### src/rtl/pwr_rst_gen.sv
module pwr_rst_gen #(
  parameter int SYNC_STAGES    = 2,
  parameter int PULSE_CYCLES   = 2,
  parameter int WDT_MIN_CYCLES = 16,
  parameter bit HOST_MUX_EN    = 1'b1
) (
  input  logic clk,
  input  logic aon_rst_n,
  input  logic rail_good_i,
  input  logic batt_ok_i,
  input  logic wdt_req_i,
  input  logic ext_rst_n_i,
  input  logic legacy_prst_n_i,
  input  logic espi_prst_n_i,
  input  logic host_sel_i,
  output logic batt_rst_o,
  output logic rail_por_n_o,
  output logic sys_rst_n_o,
  output logic host_rst_n_o
);
  localparam int PW = $clog2(PULSE_CYCLES + 1);
  localparam int WW = $clog2(WDT_MIN_CYCLES + 1);

  logic [SYNC_STAGES-1:0] rail_sync;
  logic [SYNC_STAGES-1:0] batt_sync;
  logic rail_clr_n, rg, bk, rg_prev, bk_prev, hold_q;
  logic rail_rise, cell_ins, pulse_go;
  logic [PW-1:0] pcnt;
  logic [WW-1:0] wcnt;

  assign rail_clr_n = rail_good_i & aon_rst_n;

  always_ff @(posedge clk or negedge rail_clr_n)
    if (!rail_clr_n) rail_sync <= '0;
    else             rail_sync <= {rail_sync[SYNC_STAGES-2:0], 1'b1};

  always_ff @(posedge clk or negedge aon_rst_n)
    if (!aon_rst_n) batt_sync <= '1;
    else            batt_sync <= {batt_sync[SYNC_STAGES-2:0], batt_ok_i};

  assign rg = rail_sync[SYNC_STAGES-1];
  assign bk = batt_sync[SYNC_STAGES-1];

  assign rail_rise = rg & ~rg_prev;
  assign cell_ins  = ~rg & bk & ~bk_prev;
  assign pulse_go  = rail_rise & ~bk & ~hold_q;

  always_ff @(posedge clk or negedge aon_rst_n)
    if (!aon_rst_n) begin
      rg_prev <= 1'b0;
      bk_prev <= 1'b1;
      hold_q  <= 1'b0;
      pcnt    <= '0;
    end else begin
      rg_prev <= rg;
      bk_prev <= bk;
      if (rail_rise)     hold_q <= 1'b0;
      else if (cell_ins) hold_q <= 1'b1;
      if (pulse_go)         pcnt <= PW'(PULSE_CYCLES);
      else if (pcnt != '0)  pcnt <= pcnt - 1'b1;
    end

  assign batt_rst_o   = hold_q | (pcnt != '0);
  assign rail_por_n_o = rg;

  always_ff @(posedge clk or negedge aon_rst_n)
    if (!aon_rst_n)      wcnt <= '0;
    else if (wdt_req_i)  wcnt <= WW'(WDT_MIN_CYCLES);
    else if (wcnt != '0) wcnt <= wcnt - 1'b1;

  assign sys_rst_n_o = rg & ext_rst_n_i & (wcnt == '0);

  generate
    if (HOST_MUX_EN) begin : g_host_mux
      assign host_rst_n_o = rg & (host_sel_i ? espi_prst_n_i : legacy_prst_n_i);
    end else begin : g_host_por
      assign host_rst_n_o = rg;
    end
  endgenerate


  pup_pulse_chk: assert property (@(posedge clk) disable iff (!aon_rst_n)
    pulse_go |=> batt_rst_o);

  cell_level_chk: assert property (@(posedge clk) disable iff (!aon_rst_n)
    (!rg && $rose(bk)) |=> batt_rst_o);

  hold_release_chk: assert property (@(posedge clk) disable iff (!aon_rst_n)
    (hold_q && $rose(rg)) |=> !hold_q);

  hold_wins_chk: assert property (@(posedge clk) disable iff (!aon_rst_n)
    (hold_q && $rose(rg) && !bk) |=> !batt_rst_o);

  rail_up_quiet_chk: assert property (@(posedge clk) disable iff (!aon_rst_n)
    (rg && $past(rg) && $past(rg, 2) && $past(rg, 3)) |-> !batt_rst_o);

  por_low_chk: assert property (@(posedge clk) disable iff (!aon_rst_n)
    !rail_good_i |-> !rail_por_n_o);

  ext_pin_chk: assert property (@(posedge clk) disable iff (!aon_rst_n)
    !ext_rst_n_i |-> !sys_rst_n_o);

  wdt_stretch_chk: assert property (@(posedge clk) disable iff (!aon_rst_n)
    wdt_req_i |=> !sys_rst_n_o);

  host_forced_chk: assert property (@(posedge clk) disable iff (!aon_rst_n)
    !rail_good_i |-> !host_rst_n_o);
endmodule

### config.mk
export PLATFORM = sky130hd
export DESIGN_NAME = pwr_rst_gen
export DESIGN_NICKNAME = d
export VERILOG_FILES = /design/src/rtl/pwr_rst_gen.sv
export SDC_FILE = /design/constraint.sdc
export NUM_CORES = 1
export LEC_CHECK = 0
export CAP_MARGIN = 15
export CORE_MARGIN = 2
export CORE_UTILIZATION = 42
export CTS_BUF_LIST = sky130_fd_sc_hd__clkbuf_16
export DETAILED_ROUTE_END_ITERATION = 8
export GPL_ROUTABILITY_DRIVEN = 0
export PLACE_DENSITY = 0.67
export REMOVE_ABC_BUFFERS = 1
export SLEW_MARGIN = 15
export SYNTH_ARGS = -nofsm -noshare
export SYNTH_HDL_FRONTEND = slang
export SYNTH_SLANG_ARGS = --single-unit
### constraint.sdc
create_clock -name clk -period 1.6 [get_ports clk]
set_clock_uncertainty 0.2 [all_clocks]
set_input_delay 0.32 -clock clk [delete_from_list [all_inputs] [get_ports clk]]
set_output_delay 0.32 -clock clk [all_outputs]
set_load 0.05 [all_outputs]
**Word-level counts from Yosys, hierarchy flattened**

Cells that the tools add are included.

- Reductions and logical operators: 6
- Bitwise gates (word level): 15
- Add/subtract/negate cells: 2
- Muxes and demuxes: 7

Operators with widths:

| operator | count |
|---|---|
| 5-bit 2-to-1 mux | 2 |
| 1-bit AND | 9 |
| 2-bit nonzero test | 4 |
| 5-bit zero test | 1 |
| 1-bit NOT | 5 |
| 5-bit nonzero test | 1 |
| 5-bit by 1-bit subtractor with 5-bit output, second input constant | 1 |
| 2-bit 2-to-1 mux | 2 |
| 1-bit 2-to-1 mux | 3 |
| 2-bit by 1-bit subtractor with 2-bit output, second input constant | 1 |
| 1-bit bitwise OR | 1 |

- Logic and storage cells: 37
- Output and inout port bits: 4
- Flip-flop bits (word level): 14

**Logic depth before layout (Yosys ltp)**

Gate-level depths: netlist (run 1).

- Word-level depth: 5
- Depth in mapped cells: 5
- Depth with buffers taken out: 5

**Worst setup path after synthesis (run 1)**

No wires, ideal clock.

- Path type: reg-to-output
- From: register rail_sync[1]
- To: output host_rst_n_o
- Path slack: -0.364 ns
- Stages on the path, launching flop included: 2
- Arrival time: 1.444 ns
- Cells stage by stage: dfrtp_1 nor2b_1

- Cells in the longest elaborated chain, start to end: 1

Ends and longest elaborated chain:

| item | RTL line | text |
|---|---|---|
| start, declared | 24 | `logic [SYNC_STAGES-1:0] rail_sync;` |
| start signal, assigned | 35 | `else rail_sync <= {rail_sync[SYNC_STAGES-2:0], 1'b1};` |
| 1-bit AND | 75 | `assign host_rst_n_o = rg & (host_sel_i ? espi_prst_n_i : legacy_prst_n_i);` |
| end, declared | 19 | `output logic host_rst_n_o` |

No other way between the ends.

**Worst setup path after layout (run 1)**

- From: register wcnt[0]
- To: output sys_rst_n_o

- Cells in the longest elaborated chain, start to end: 2

Ends and longest elaborated chain:

| item | RTL line | text |
|---|---|---|
| start, declared | 29 | `logic [WW-1:0] wcnt;` |
| start signal, assigned | 68 | `else if (wdt_req_i) wcnt <= WW'(WDT_MIN_CYCLES);` |
| start signal, assigned | 69 | `else if (wcnt != '0) wcnt <= wcnt - 1'b1;` |
| 5-bit zero test | 71 | `assign sys_rst_n_o = rg & ext_rst_n_i & (wcnt == '0);` |
| 1-bit AND | 71 |  |
| end, declared | 18 | `output logic sys_rst_n_o,` |

No other way between the ends.

==> reports/metrics.csv, run 1 <==
metric,value,unit
status,finished with violations,
failing checks,negative setup slack,
VDD IR max,0.0009775,V
sequential area share after synthesis,59.45,%
fin crit share,122.0,%
clock buffers created by TritonCTS,3,
RSZ-0062 raised after global routing,true,
Ys Warns,0,
placed cell areas,849.6,µm²
Synth Area in Compound Gates,10.08,%
design area,0.001080,mm²
Tot Pwr,0.002001,W
Synth area leader,dfrtp_1,
leakage,0.5163,nW
Post-Syn Area,595.6,µm²
CP max FO,2,
synthesized netlist cell count,52,
Core Rows,13,
Reg2Reg Depth,6,
worst hold path class,in -> async,
Arrival @ worst endpoint,1.43,ns
Setup CP Type,reg -> out,
number of synthesized register bits,14,
dpl hpwl,908.2,µm
Post-CTS Hold Fix Bufs,0,
Clock Latency Late Sink,0.24,ns
CP Launch Type,flip-flop,
final setup margin,-0.3522,ns
dominant cell by count in the synthesized netlist,dfrtp_1,
post-synth top area share,46.22,%
Overflow after GRT,0,
fmax,512.3,MHz
"FFs w/ async S/R, synth",100.0,%
xor/xnor share of the synthesized area,1.471,%
mux contribution to synthesized area,1.681,%
core area,0.001318,mm²
num ports,13,
crit path time final,1.952,ns
GRT Total Usage,20.35,%
r2r endpoint,wcnt[2],
drt pass-1 iters,4,
main combinational cell family by area after synthesis,simple AND/OR/NAND/NOR gates,
"top cells by area, synth","dfrtp_1 (46%), dfstp_2 (13%), nor2_1 (5.0%), ha_1 (4.2%), inv_1 (3.2%)",
Initial Util,45.20,%
first-pass GRT wire length,2546,µm
Die H,41.66,µm
Post-Synth Simple-Gate Area,19.33,%
initial antenna violation count,0,
CP Capture Type,primary output,
Worst-path clk slew,0.05,ns
Netlist cell types,23,
adder-cell share of the synthesized area,4.202,%
setup violators final,5,
Clock Path Buffers,2,
Worst R2R Setup Slack,-0.22,ns
Mapped Avg Cell Area,11.45,µm²
maxcap violations,0,
Detailed Route WL,1534,µm
WL/cell,14.75,µm
pwr/cell area,1853,mW/mm²
end-of-flow core utilization,81.96,%
Vias,533,
Sink Count,14,
DRC,0,
CTS tree,done,
commonest cells in the netlist,"dfrtp_1 (11), nor2_1 (8), inv_1 (5), dfstp_2 (3)",
H-tree Lvls,1,
initial drt markers,7,
vias per cell,5.125,
number of port buffers,12,
largest net degree at the start of global routing,9,
Die ar.,0.001735,mm²
ant diodes,0,
CTS root buffer,clkbuf_16,
share of cells above drive strength 1,52.81,%
ys flop type,dfrtp_1,
required time of the critical path,1.08,ns
dpl ws,-0.2612,ns
post-layout net count,101,
reg-to-reg startpoint,wcnt[0],
Final Hold Viols,0,
final-report max-slew violation count,0,
vias in the first global route,539,
Layout area overhead,81.30,%
Routed Antenna Nets,0,
Post-synth EDFFs,0,
die width,41.66,µm
==> sequential cells by signal (all words and copies together), names as in the netlist <==
register / cells
pcnt: 2
wcnt: 5
rg_prev: 1
hold_q: 1
batt_sync: 2
bk_prev: 1
rail_sync: 2
==> logic make-up after synthesis <==
kind of cell,Yosys count
AOI/OAI and AO/OA,7
xor gates and xnor gates,1
adders and majority gates,2
DFF,14
buffers and inverters,5
and+or+nand+nor,21
muxes,1
other,1
==> worst max-delay path, stage by stage, from the launching register on <==
cell and delay (ns):
dfrtp_1 0.38, inv_2 0.09, ha_4 0.14, nor4b_4 0.22, and3_4 0.24, buf_12 0.13
==> routing by layer <==
layer,GRT usage (%),routed length [µm],vias up
met1,23.36,617,266
met5,0,0,-
met2,34.69,808,16
met3,8.261,96,2
li1,-,-,249
met4,5.806,11,0
==> final cells by class <==
type	instances	area, µm²
flip-flops and latches	14	354.1
fillers	70	237.7
clock inverters	1	3.754
well taps	15	18.77
clock buffers	3	75.07
multi-input cells	33	291.5
repair buffers	33	317.8
inverters	5	18.77
==> what timing repair did <==
action	4_1_cts	5_1_grt
setup endpoints to repair	6	7
setup buffers	5	6
gates resized for setup	19	2
pin swaps	6	4
endpoints found under the hold margin	0	0
==> power by group <==
group	switching [W]	total, W	internal, W
combinational	0.000410	0.000994	0.000583
sequential	0.0000826	0.000535	0.000452
clock	0.000143	0.000473	0.000330
==> cell usage in the layout, fill, tap and decap left out, types with 2 or more instances in the layout <==
master,instances
inv_2,4
dfrtp_1,11
clkdlybuf4s50_1,5
dfstp_2,3
ha_4,2
a211o_1,2
dlygate4sd2_1,3
nor2_2,2
buf_12,4
nor2_1,6
clkbuf_16,3
a22o_1,2
buf_4,20
nor3_1,2
nand2_1,2
==> worst max path at each step <==
stage | slack, ns | startpoint | end
2_1_floorplan | -0.36 | rail_sync[1] | host_rst_n_o
3_3_place_gp | -0.20 | wcnt[0] | sys_rst_n_o
3_5_place_dp | -0.26 | wcnt[0] | sys_rst_n_o
4_1_cts | -0.31 | wcnt[0] | sys_rst_n_o
5_1_grt | -0.42 | wcnt[0] | sys_rst_n_o
6_report | -0.35 | wcnt[0] | sys_rst_n_o
==> per-stage QoR <==
stage	instances	TNS, ns	hold WS [ns]
2_1_floorplan	52	-0.7855	-0.1756
3_3_place_gp	89	-0.6586	0.1339
3_5_place_dp	89	-0.8717	0.1426
4_1_cts	98	-0.8464	0.1110
5_1_grt	104	-1.264	0.1301
6_report	104	-1.003	0.1023
Power figures use the tool's default switching activity.
==> run 2: changes to the inputs <==
--- a/config.mk
+++ b/config.mk
@@ -6,12 +6,12 @@
 export NUM_CORES = 1
 export LEC_CHECK = 0
 export CAP_MARGIN = 15
-export CORE_MARGIN = 2
-export CORE_UTILIZATION = 42
+export CORE_AREA = 2 2 39 41
 export CTS_BUF_LIST = sky130_fd_sc_hd__clkbuf_16
 export DETAILED_ROUTE_END_ITERATION = 8
+export DIE_AREA = 0 0 41 43
 export GPL_ROUTABILITY_DRIVEN = 0
-export PLACE_DENSITY = 0.67
+export PLACE_DENSITY = 0.68
 export REMOVE_ABC_BUFFERS = 1
 export SLEW_MARGIN = 15
 export SYNTH_ARGS = -nofsm -noshare
==> constraint.sdc (replaced) <==
create_clock -name clk -period 1.9 [get_ports clk]
set_clock_uncertainty 0.2 [all_clocks]
set_input_delay 0.38 -clock clk [delete_from_list [all_inputs] [get_ports clk]]
set_output_delay 0.38 -clock clk [all_outputs]
set_load 0.05 [all_outputs]
==> run 2 against run 1 <==
  * The run still ends with negative setup slack left
  * Via count decreased by 13%
  * Non-clock buffer count decreased by 12
  * Total power decreased by 30%
  * Worst setup slack improved by 0.21 ns
  * Largest power group unchanged
  * Highest routed layer unchanged
==> reports/metrics.csv, run 2 (synthesized netlist as in run 1, its figures left out) <==
metric,value,unit,change
status,finished with violations,,
failing checks,negative setup slack,,
hold endpoint,rail_sync[1],,
fin crit share,107.4,%,
clock buffers created by TritonCTS,3,,unchanged
largest reg by FF count,wcnt,,
Overflow after GRT,0,,unchanged
required time of the critical path,1.32,ns,+0.24 ns
Die H,43,µm,+3.2%
setup violators final,1,,-4
"most common cell after layout, fill and taps aside",dfrtp_1,,
Clock Path Buffers,2,,unchanged
Sink Count,14,,unchanged
CP max FO,2,,unchanged
Hold Path Stages,0,,
Slowest cell on crit path,dfrtp_1,,
share of cells above drive strength 1,36.36,%,-16 points
Largest register FFs,5,,unchanged
num ports,13,,unchanged
M1 GR Usage,23.79,%,+0.43 points
placed cell areas,835.8,µm²,-1.6%
final-report max-slew violation count,0,,unchanged
highest-count cells in the layout ignoring fill and taps,"dfrtp_1 (11), buf_4 (9), clkdlybuf4s50_1 (8), nor2_1 (6), buf_12 (4)",,
number of port buffers,12,,unchanged
DRC,0,,unchanged
GRT Total Usage,16.21,%,-4.1 points
sequential standard cell area,354.1,µm²,unchanged
Worst R2R Setup Slack,0.12,ns,+0.34 ns
dpl hpwl,818.4,µm,-9.9%
met2 Use GR,23.13,%,-12 points
WL/cell,11.49,µm,-22%
Detailed Route WL,1069,µm,-30%
CP Capture Type,primary output,,
initial antenna violation count,0,,unchanged
Die ar.,0.001763,mm²,+1.6%
maxcap violations,0,,unchanged
Post-CTS Hold Fix Bufs,0,,unchanged
die width,41,µm,-1.6%
pwr/cell area,1462,mW/mm²,-21%
met3 usage,3.141,%,-5.1 points
crit path time final,2.041,ns,
post-layout net count,89,,-12%
CTS root buffer,clkbuf_16,,
CP peak stage delay,0.38,ns,about the same
Clock Latency Late Sink,0.24,ns,about the same
CP Launch Type,flip-flop,,
Layout area overhead,61.97,%,
final setup margin,-0.1412,ns,+0.2110 ns
Reg2Reg Depth,5,,-1
Core Rows,14,,+1
initial drt markers,5,,-2
busiest grt layer,met1,,
leakage,0.4472,nW,-13%
H-tree Lvls,1,,unchanged
r2r endpoint,wcnt[2],,
Routed Antenna Nets,0,,unchanged
Hold Startpoint,rail_sync[0],,
Tot Pwr,0.001410,W,-30%
Setup CP Type,reg -> out,,
RSZ-0062 raised after global routing,true,,
Initial Util,43.04,%,-2.2 points
worst hold path class,reg -> reg,,
fillers,100,,+43%
vias per cell,4.989,,-2.6%
multi-input logic area,265.3,µm²,-9.0%
VDD IR max,0.0007667,V,-22%
largest net degree at the start of global routing,9,,unchanged
Final Hold Viols,0,,unchanged
CTS tree,done,,
ant diodes,0,,unchanged
Worst-path clk slew,0.04,ns,about the same
Arrival @ worst endpoint,1.46,ns,+0.03 ns
vias in the first global route,469,,-13%
worst-path cell chain,inv_2 > ha_4 > nor4b_4 > buf_4 > and3_4 > buf_12,,
reg-to-reg startpoint,wcnt[1],,
dpl ws,-0.07212,ns,+0.1891 ns
fmax,489.9,MHz,
core area,0.001384,mm²,+5.0%
design area,964.7,µm²,-11%
first-pass GRT wire length,1952,µm,-23%
drt pass-1 iters,4,,unchanged
end-of-flow core utilization,69.71,%,-12 points
Vias,464,,-13%
-- run 2: cell types whose count changed in the layout (fill, tap and decap cells not counted), sizes merged --
| cell | delta |
|---|---|
| buf | -12 |
| clkdlybuf4s50 | +3 |
| dlygate4sd2 | -3 |
-- run 2: timing repair --
item,4_1_cts,5_1_grt
setup buffers,3,0
endpoints found under the hold margin,0,0
gates resized for setup,7,3
pin swaps,2,2
cloned,0,0
setup endpoints to repair,1,5
-- run 2: area by class of cell --
cell class	count	share of cell area, %
tap	16	2.075
timing repair buffer	21	23.61
clock buffer	3	7.782
inverter	5	1.946
clock inverter	1	0.3891
sequential	14	36.71
multi-input combinational	33	27.50
-- run 2: critical path: cells and delay by family (launching register included) --
kind	cells	cell delay [ns]
adder cells (fa/ha/maj)	1	0.13
buffers and inverters	3	0.36
flip-flops	1	0.38
AND/OR/NAND/NOR	2	0.36
-- run 2: metal layers --
layer / routed length (µm) / vias to the layer above / share of wire [%]
met5: 0 / - / 0
met3: 43 / 2 / 4.0
li1: - / 227 / -
met2: 538 / 13 / 50
met4: 6 / 0 / 0.56
met1: 481 / 222 / 45
-- run 2: stage by stage --
step	hold slack [ns]	setup TNS (ns)	std cells
after floorplan	-0.1156	-0.2256	52
after global placement	0.1348	0	88
after detailed placement	0.1442	-0.07212	88
after CTS	0.1548	-0.1523	95
after global routing	0.1563	-0.2747	93
final	0.1515	-0.1412	93
-- run 2: worst max-delay path by stage --
stage,startpoint,endpoint,cells after the start
after global routing,wcnt[0],sys_rst_n_o,6
final,wcnt[1],sys_rst_n_o,6
after detailed placement,wcnt[0],sys_rst_n_o,6
after CTS,wcnt[0],sys_rst_n_o,6
after global placement,wcnt[0],sys_rst_n_o,6
after floorplan,rail_sync[1],host_rst_n_o,1
-- run 2: report_power, final --
part           total (W)  switching [W]  internal [W]
Clock           0.000386       0.000109      0.000277
Sequential      0.000450      0.0000699      0.000381
Combinational   0.000574       0.000255      0.000319
